$ cat config.mk
export PLATFORM = sky130hd
export DESIGN_NAME = acc_alu
export DESIGN_NICKNAME = d
export VERILOG_FILES = /design/src/rtl/acc_alu_pkg.sv /design/src/rtl/alu_arith.sv /design/src/rtl/alu_logic.sv /design/src/rtl/alu_shift.sv /design/src/rtl/acc_alu.sv
export SDC_FILE = /design/constraint.sdc
export NUM_CORES = 1
export LEC_CHECK = 0
export ABC_AREA = 1
export CAP_MARGIN = 20
export CORE_MARGIN = 2
export CORE_UTILIZATION = 57
export CTS_CLUSTER_SIZE = 10
export DETAILED_ROUTE_END_ITERATION = 7
export PLACE_DENSITY = 0.83
export SKIP_CTS_REPAIR_TIMING = 1
export SYNTH_ARGS = -nofsm -noshare
export SYNTH_HDL_FRONTEND = slang
export SYNTH_SLANG_ARGS = --single-unit
$ cat constraint.sdc
create_clock -name clk -period 4 [get_ports clk]
set_clock_uncertainty 0.1 [all_clocks]
set_input_delay 0.6 -clock clk [delete_from_list [all_inputs] [get_ports clk]]
set_output_delay 0.6 -clock clk [all_outputs]
set_load 0.01 [all_outputs]
$ cat src/rtl/acc_alu_pkg.sv
package acc_alu_pkg;
    localparam int W     = 16;
    localparam int H     = W / 2;
    localparam int LANES = W / H;

    typedef enum logic [3:0] {
        OP_ADC = 4'd0,  OP_SBC = 4'd1,  OP_CMP = 4'd2,  OP_INC = 4'd3,
        OP_DEC = 4'd4,  OP_AND = 4'd5,  OP_ORA = 4'd6,  OP_EOR = 4'd7,
        OP_BIT = 4'd8,  OP_TSB = 4'd9,  OP_TRB = 4'd10, OP_ASL = 4'd11,
        OP_LSR = 4'd12, OP_ROL = 4'd13, OP_ROR = 4'd14, OP_XBA = 4'd15
    } alu_op_e;

    typedef struct packed {
        logic n;
        logic v;
        logic z;
        logic c;
    } flags_t;

    typedef enum logic [1:0] {CL_ARITH, CL_LOGIC, CL_SHIFT} op_class_e;

    function automatic logic top_bit(logic [W-1:0] x, logic narrow);
        return narrow ? x[H-1] : x[W-1];
    endfunction

    function automatic logic sub_top_bit(logic [W-1:0] x, logic narrow);
        return narrow ? x[H-2] : x[W-2];
    endfunction

    function automatic logic is_zero(logic [W-1:0] x, logic narrow);
        return narrow ? (x[H-1:0] == '0) : (x == '0);
    endfunction

    function automatic op_class_e class_of(alu_op_e op);
        case (op)
            OP_ADC, OP_SBC, OP_CMP, OP_INC, OP_DEC: return CL_ARITH;
            OP_ASL, OP_LSR, OP_ROL, OP_ROR, OP_XBA: return CL_SHIFT;
            default:                                return CL_LOGIC;
        endcase
    endfunction
endpackage

$ cat src/rtl/alu_arith.sv
module alu_arith
    import acc_alu_pkg::*;
(
    input  alu_op_e        op,
    input  logic           narrow,
    input  logic [W-1:0]   a,
    input  logic [W-1:0]   b,
    input  logic           cin,
    output logic [W-1:0]   res,
    output logic           cout,
    output logic           vout
);
    logic [W-1:0] bop;
    logic         ci;
    logic [W:0]   sum_w;
    logic [H:0]   sum_n;

    always_comb begin
        case (op)
            OP_SBC:  begin bop = ~b;  ci = cin;  end
            OP_CMP:  begin bop = ~b;  ci = 1'b1; end
            OP_INC:  begin bop = '0;  ci = 1'b1; end
            OP_DEC:  begin bop = '1;  ci = 1'b0; end
            default: begin bop = b;   ci = cin;  end
        endcase
        sum_w = {1'b0, a} + {1'b0, bop} + {{W{1'b0}}, ci};
        sum_n = {1'b0, a[H-1:0]} + {1'b0, bop[H-1:0]} + {{H{1'b0}}, ci};
        res   = narrow ? {a[W-1:H], sum_n[H-1:0]} : sum_w[W-1:0];
        cout  = narrow ? sum_n[H] : sum_w[W];
        vout  = (top_bit(a, narrow) == top_bit(bop, narrow)) &&
                (top_bit(res, narrow) != top_bit(a, narrow));
    end
endmodule

$ cat src/rtl/alu_logic.sv
module alu_logic
    import acc_alu_pkg::*;
(
    input  alu_op_e        op,
    input  logic [W-1:0]   a,
    input  logic [W-1:0]   b,
    output logic [W-1:0]   res,
    output logic [W-1:0]   common
);
    always_comb begin
        common = a & b;
        case (op)
            OP_ORA:  res = a | b;
            OP_EOR:  res = a ^ b;
            OP_TSB:  res = b | a;
            OP_TRB:  res = b & ~a;
            default: res = a & b;
        endcase
    end
endmodule

$ cat src/rtl/alu_shift.sv
module alu_shift
    import acc_alu_pkg::*;
(
    input  alu_op_e        op,
    input  logic           narrow,
    input  logic [W-1:0]   a,
    input  logic           cin,
    output logic [W-1:0]   res,
    output logic           cout
);
    logic         fill_r;
    logic         fill_l;
    logic [W-1:0] right_w;
    logic [W-1:0] right_n;
    logic [W-1:0] left;

    always_comb begin
        fill_r  = (op == OP_ROR) ? cin : 1'b0;
        fill_l  = (op == OP_ROL) ? cin : 1'b0;
        right_w = {fill_r, a[W-1:1]};
        right_n = {a[W-1:H], fill_r, a[H-1:1]};
        left    = {a[W-2:0], fill_l};
        case (op)
            OP_ASL, OP_ROL: begin res = left; cout = top_bit(a, narrow); end
            OP_LSR, OP_ROR: begin res = narrow ? right_n : right_w; cout = a[0]; end
            default:        begin res = {a[H-1:0], a[W-1:H]}; cout = cin; end
        endcase
    end
endmodule

$ cat src/rtl/acc_alu.sv
module acc_alu
    import acc_alu_pkg::*;
(
    input  logic                       clk,
    input  logic                       rst,
    input  logic                       valid_i,
    input  logic [3:0]                 op_i,
    input  logic                       byte_mode_i,
    input  logic [acc_alu_pkg::W-1:0]  acc_i,
    input  logic [acc_alu_pkg::W-1:0]  opnd_i,
    input  logic [3:0]                 flags_i,
    output logic                       valid_o,
    output logic [acc_alu_pkg::W-1:0]  res_o,
    output logic                       acc_we_o,
    output logic                       mem_we_o,
    output logic [3:0]                 flags_o
);
    alu_op_e      op;
    op_class_e    cls;
    flags_t       fin, fnx;
    logic [W-1:0] ar, lr, sr, common;
    logic         ac, av, sc;
    logic [W-1:0] raw, keep, merged, nz_src, res_nx;
    logic         to_mem, to_acc;

    assign op  = alu_op_e'(op_i);
    assign cls = class_of(op);
    assign fin = flags_t'(flags_i);

    alu_arith u_arith (
        .op(op), .narrow(byte_mode_i), .a(acc_i), .b(opnd_i), .cin(fin.c),
        .res(ar), .cout(ac), .vout(av)
    );

    alu_logic u_logic (
        .op(op), .a(acc_i), .b(opnd_i), .res(lr), .common(common)
    );

    alu_shift u_shift (
        .op(op), .narrow(byte_mode_i), .a(acc_i), .cin(fin.c),
        .res(sr), .cout(sc)
    );

    always_comb begin
        to_mem = (op == OP_TSB) || (op == OP_TRB);
        to_acc = !to_mem && (op != OP_CMP) && (op != OP_BIT);
        case (cls)
            CL_ARITH: nz_src = ar;
            CL_SHIFT: nz_src = sr;
            default:  nz_src = lr;
        endcase
        raw  = nz_src;
        keep = to_mem ? opnd_i : acc_i;
    end

    // byte lanes above the first keep their source in 8-bit operation
    for (genvar l = 0; l < LANES; l++) begin : g_lane
        if (l == 0) begin : g_low
            assign merged[H-1:0] = raw[H-1:0];
        end else begin : g_high
            assign merged[l*H +: H] = (byte_mode_i && op != OP_XBA) ?
                                      keep[l*H +: H] : raw[l*H +: H];
        end
    end

    always_comb begin
        fnx    = fin;
        res_nx = to_acc || to_mem ? merged : acc_i;
        case (op)
            OP_ADC, OP_SBC: begin
                fnx.n = top_bit(nz_src, byte_mode_i);
                fnx.z = is_zero(nz_src, byte_mode_i);
                fnx.v = av;
                fnx.c = ac;
            end
            OP_CMP: begin
                fnx.n = top_bit(nz_src, byte_mode_i);
                fnx.z = is_zero(nz_src, byte_mode_i);
                fnx.c = ac;
            end
            OP_BIT: begin
                fnx.n = top_bit(opnd_i, byte_mode_i);
                fnx.v = sub_top_bit(opnd_i, byte_mode_i);
                fnx.z = is_zero(common, byte_mode_i);
            end
            OP_TSB, OP_TRB: begin
                fnx.z = is_zero(common, byte_mode_i);
            end
            OP_ASL, OP_ROL, OP_ROR: begin
                fnx.n = top_bit(nz_src, byte_mode_i);
                fnx.z = is_zero(nz_src, byte_mode_i);
                fnx.c = sc;
            end
            OP_LSR: begin
                fnx.n = 1'b0;
                fnx.z = is_zero(nz_src, byte_mode_i);
                fnx.c = sc;
            end
            OP_XBA: begin
                fnx.n = merged[H-1];
                fnx.z = (merged[H-1:0] == '0);
            end
            default: begin
                fnx.n = top_bit(nz_src, byte_mode_i);
                fnx.z = is_zero(nz_src, byte_mode_i);
            end
        endcase
    end

    always_ff @(posedge clk) begin
        if (rst) begin
            valid_o  <= 1'b0;
            acc_we_o <= 1'b0;
            mem_we_o <= 1'b0;
            res_o    <= '0;
            flags_o  <= '0;
        end else begin
            valid_o  <= valid_i;
            acc_we_o <= valid_i && to_acc;
            mem_we_o <= valid_i && to_mem;
            if (valid_i) begin
                res_o   <= res_nx;
                flags_o <= fnx;
            end
        end
    end
endmodule

; Word level (Yosys, flattened, before mapping)
; Memories as Yosys holds them, arrays and structs flattened.
; Index checks and enable logic that the tools add are counted.
; Widths: inputs -> output; s select.
[totals]
ff_bits = 23
output_inout_bits = 23
wordCells = 87
n_memories = 1
input_bits = 44
romBits = 32
[memory_table]
columns = memory, depth, word_bits, rd, rd_ports_with_merged_regs, write_ports, line
row1 = (name not given), 16, 2, 1, 0, 0, acc_alu_pkg.sv:35  ; case (op)
[op_classes]
reduce_logical = 25
n_eq_ne = 20
n_addsub = 4
mux = 26
bitwise_logic = 6
[op_table]
columns = operator, n
row1 = $pmux 16 s3, 2
row2 = $mux 16, 4
row3 = $pmux 16 s2, 2
row4 = $and 16x16->16, 2
row5 = $eq 4x4->1 const B, 8
row6 = $logic_not 16->1, 2
row7 = $not 16->16, 2
row8 = $add 16x16->17, 1
row9 = $add 17x1->17, 1
row10 = $logic_not 8->1, 2
row11 = $or 16x16->16, 1
row12 = $xor 16x16->16, 1
row13 = $reduce_or 2->1, 7
row14 = $eq 4x3->1 const B, 3
row15 = $mux 1, 11
row16 = $pmux 1 s2, 5
row17 = $add 8x8->9, 1
row18 = $add 9x1->9, 1
row19 = $eq 4x2->1 const B, 2
row20 = $mux 8, 1
row21 = $ne 4x4->1 const B, 2
row22 = $logic_and 1x1->1, 6
row23 = $reduce_or 3->1, 2
row24 = $eq 4x1->1 const B, 1
row25 = other kinds (10), 11

; Logic depth before layout (Yosys ltp)
[logic_depth]
word_depth = 10
depth_mapped = 27
mapped_depth_nobuf = 26

; Cells and area by module
; A second synthesis with hierarchy kept.
[hier_totals]
hier_cells = 906
area_unflattened_um2 = 5210.0
[by_module_without_submodules]
columns = module, area_each_um2, seq_area_each_um2, instances, cells_per_inst
row1 = acc_alu, 1796.7, 460.4, 1, 312
row2 = alu_logic, 1430.1, 0.0, 1, 217
row3 = alu_arith, 1376.3, 0.0, 1, 246
row4 = alu_shift, 606.8, 0.0, 1, 131

; Least setup slack after synthesis
; No wires, ideal clock.
[synth_timing]
path_type = input port to flip-flop
from = input port op_i[3]
to = register flags_o[1]
n_path_buf = 0
setup_ns = 0.070
required_time_ns = 3.830
stages = 23
setup_slack_ns = 0.765
t_arrival_ns = 3.065
cell_sequence = inv_2 -> nand2_1 -> inv_2 -> nand2_1 -> o21ai_0 -> o21ai_0 -> inv_1 -> fa_1 -> inv_1 -> fa_1 -> inv_1 -> nand2_1 -> nand3_1 -> or2_2 -> nand3_1 -> nand2_1 -> nor2_1 -> nand2_1 -> nor2_1 -> nand2_1 -> nor2_1 -> nand2_1 -> a21oi_1
[synth_between]
elab_chain_cells = 10
elab_cells_between_ends = 40
classes_between = 4 x add/sub / 15 x eq/ne / 11 x mux / 9 x reduce/logical / 1 x memory
[synth_rtl]
columns = item, line
row1 = start: declaration, acc_alu.sv:7  ; input logic [3:0] op_i,
row2 = $eq 4x1->1 or $eq 4x2->1 (tied branches), "alu_arith.sv:19, acc_alu.sv:69"
row3 = $reduce_or 2->1 (no source line), --
row4 = $pmux 16 s3, alu_arith.sv:19  ; case (op)
row5 = $add 16x16->17 or $add 8x8->9 (tied branches), "alu_arith.sv:26, alu_arith.sv:27"
row6 = $add 17x1->17 or $add 9x1->9 (tied branches), "alu_arith.sv:26, alu_arith.sv:27"
row7 = $mux 16, alu_arith.sv:28  ; res = narrow ? {a[W-1:H], sum_n[H-1:0]} : sum_w[W-1:0];
row8 = $pmux 16 s2, acc_alu.sv:47  ; case (cls)
row9 = $logic_not 16->1 or $logic_not 8->1 (tied branches), "acc_alu_pkg.sv:31, acc_alu.sv:101"
row10 = $mux 1, acc_alu_pkg.sv:31  ; return narrow ? (x[H-1:0] == '0) : (x == '0);
row11 = $pmux 1 s2 (*), acc_alu.sv:69  ; case (op)
row12 = end signal: assignment, acc_alu.sv:123  ; flags_o <= fnx;
row13 = end: declaration, acc_alu.sv:16  ; output logic [3:0] flags_o
; Mark *: on every way between the ends. The rest lies on a longest branch, timed or not.
; A chain may end at the register's enable or synchronous reset.

; Worst setup path in the final report
[layout_timing]
from = input port op_i[2]
to = register flags_o[1]
; Same word-level chain as after synthesis.

==> flow_summary_export.csv <==
group,metric,value,unit
worst_setup_path,cp_slowest_cell,"clkdlybuf4s50_1",
synthesis,syn_inst,858,
synthesis,synth-edff-count,0,
worst_setup_path,worst-path-max-fanout,4,
synthesis,synth.cell_area,0.004656,sq mm
global_route,overflow,0,
synthesis,syn_nets,967,
job,cap_violations,0,
clock_network,cts.clk_slew.worst_paths,80,ps
synthesis,netlist-cell-type-count,37,
worst_setup_path,path_class,"in2reg",
worst_setup_path,worst_path_largest_cell_delay,440,ps
placed_design,dp_slack,-198.8,ps
worst_setup_path,path_common_cell,"nand2_1",
worst_setup_path,r2r-start,"flags_o[3]",
power_and_ir_drop,power.share.clock,0.119,
floorplanning,start_util,0.5963,
floorplanning,die_h,94.38,um
power_and_ir_drop,ir_drop,0.0001004,V
power_and_ir_drop,p_per_area,208.3,mW/mm^2
layout,num-nets-final,1054,
power_and_ir_drop,pwr-share-comb,0.667,
layout,drive_above_1_share,0.09746,
routing,drc,0,
synthesis,post_synth.cell_area_avg,5.426,sq um
clock_network,cts_buffer_depth,2,
worst_setup_path,r2r_slack,3180,ps
timing,fin_setup_tns,0,ps
clock_network,insertion_delay,270,ps
clock_network,cts.sinks,23,
global_route,grt_pass1_vias,5790,
placed_design,place_congestion,1.090,
worst_setup_path,cp-start-kind,"input port",
synthesis,async_flop_share,0,
timing,slew_viol_final,0,
routing,via_count,6198,
layout,ff_latch_area,460.4,sq um
worst_setup_path,cp.arrival,3840,ps
clock_network,cts_tree,"built",
floorplanning,dieArea,0.008907,sq mm
timing,fin_ws,259.6,ps
layout,final_util,0.7434,
power_and_ir_drop,p_leak,2.990,nW
timing,period_share,0.9351,
global_route,grt_first_pass_wirelength,27.35,mm
timing,worst_pin_slew,856.4,ps
worst_hold_path,whs_path_depth,2,
routing,wl_per_cell,16.47,um
worst_hold_path,hp-class,"reg2reg",
worst_setup_path,worstSetupStartpoint,"op_i[2]",
timing,min_period,3740,ps
clock_network,numCtsBuffers,3,
routing,vias_per_cell,5.925,
global_route,antenna_found_initial,0,
floorplanning,ios,67,
routing,ant_nets,0,
timing,hold_viol,0,
worst_hold_path,worstHoldStart,"res_o[1]",
global_route,grt_start_max_net_pins,31,
synthesis,ys_seq_elements,23,
synthesis,ys_seq_area_frac,0.09890,
power_and_ir_drop,p_sw_frac,0.4715,
global_route,track_usage,0.3895,
layout,antenna_cells,0,
clock_network,cts.htree.levels,1,
timing,hold_ws,370.9,ps
clock_network,clockRootBuffer,"clkbuf_8",
layout,multi_input_area,0.003661,sq mm
layout,area_growth,24.67,%
power_and_ir_drop,power.switching,0.0005702,W
power_and_ir_drop,finalPower,0.001209,W
power_and_ir_drop,pwr-share-seq,0.214,
worst_setup_path,worstPathRequired,4100,ps
placed_design,port_buffers,65,
layout,nFillCells,685,
timing,setup_violations,0,
routing,first_pass_iters,8,
timing,fmax,267.4,MHz
worst_setup_path,reg2reg_depth,2,
timing,rsz0062_at_grt,"no",
placed_design,dp_hpwl,13.72,mm
floorplanning,num_rows,32,
synthesis,yosys_warnings,0,
power_and_ir_drop,internal-power,0.0006390,W
routing,first_iter_violations,734,
synthesis,ys.flop_type,"dfxtp_1",
floorplanning,die_x,94.38,um
worst_setup_path,end_kind,"register",
routing,routed_wl,17.22,mm
floorplanning,fp.coreArea,0.007807,sq mm
run_status,status,"finished clean",
timing,relSlewSlack,0.4284,
final timing paths:
check / endpoint
max: flags_o[1]
min: res_o[1]
max reg2reg: flags_o[3]
min reg2reg: res_o[1]
state kept, by name (all words and copies together), names as in the netlist:
register	cells
res_o	16
flags_o	4
acc_we_o	1
mem_we_o	1
valid_o	1
worst max-delay path: cells and delay by family:
kind,cells,cell delay [ps]
AO/OA/AOI/OAI,4,510
AND/OR/NAND/NOR,13,1230
adder cells (fa/ha/maj),2,600
buffers and inverters,6,890
synthesized netlist by cell type (3+ instances only):
cell type	count	area [sq um]
a21oi_1	67	335.3
a31oi_1	5	31.28
and2_1	3	18.77
buf_2	5	25.02
clkbuf_1	18	67.56
dfxtp_1	23	460.4
ha_1	63	788.3
inv_1	132	495.5
inv_2	10	37.54
nand2_1	240	900.9
nand3_1	66	330.3
nand4_1	8	50.05
nor2_1	86	322.8
nor2_2	4	25.02
nor4_1	5	31.28
o211ai_1	12	90.09
o21ai_0	69	345.3
o21ai_1	16	80.08
or2_2	3	18.77
layout by cell type (no fill, tap or decap), drive strengths merged:
master	count
a21o	2
a21oi	69
a221oi	1
a22oi	2
a31oi	5
and2	3
buf	42
clkbuf	3
clkdlybuf4s50	64
clkinv	2
dfxtp	23
dlymetal6s2s	1
fa	2
ha	63
inv	142
nand2	242
nand3	66
nand4	8
nor2	91
nor3	2
nor4	5
o2111ai	1
o211ai	12
o21ai	86
o21bai	1
o221ai	1
o22ai	1
o311ai	1
or2	3
kinds of logic (layout without fill, tap and decap cells):
| kind of cell | after synthesis | after routing | synth area share |
|---|---|---|---|
| AO/OA/AOI/OAI | 182 | 182 | 0.2137 |
| adder cells (fa/ha/maj) | 65 | 65 | 0.1779 |
| buffers and inverters | 168 | 254 | 0.1376 |
| flip-flops | 23 | 23 | 0.09890 |
| AND/OR/NAND/NOR | 420 | 420 | 0.3719 |
final cells by class:
| class | count | share of cell area |
|---|---|---|
| clock buffers | 3 | 0.007114 |
| repair buffers | 107 | 0.1675 |
| multi-input cells | 667 | 0.6307 |
| inverters | 143 | 0.09248 |
| well taps | 102 | 0.02199 |
| flip-flops and latches | 23 | 0.07933 |
| clock inverters | 1 | 0.0008623 |
routing by layer:
layer / global-route usage / wire length (um) / vias to the layer above
met4: 0.1824 / 930 / 0
met1: 0.4869 / 6767 / 2727
met2: 0.6732 / 7797 / 438
met5: 0 / 0 / -
met3: 0.03751 / 1727 / 97
li1: - / - / 2936
power groups by stage:
stage / sequential, W / clock [W] / combinational (W)
floorplan: 0.000272 / 0 / 0.000438
global placement: 0.000262 / 0 / 0.000733
finish: 0.000258 / 0.000144 / 0.000806
CTS: 0.000258 / 0.000142 / 0.000758
global route: 0.000260 / 0.000152 / 0.000894
detailed placement: 0.000263 / 0 / 0.000754
metrics by stage:
| stage | cells | instance area, sq um |
|---|---|---|
| finish | 1046 | 5804 |
| global route | 1046 | 5804 |
| CTS | 1046 | 5692 |
| detailed placement | 1042 | 5645 |
| global placement | 1042 | 5645 |
| floorplan | 858 | 4656 |
Power figures use the tool's default switching activity.
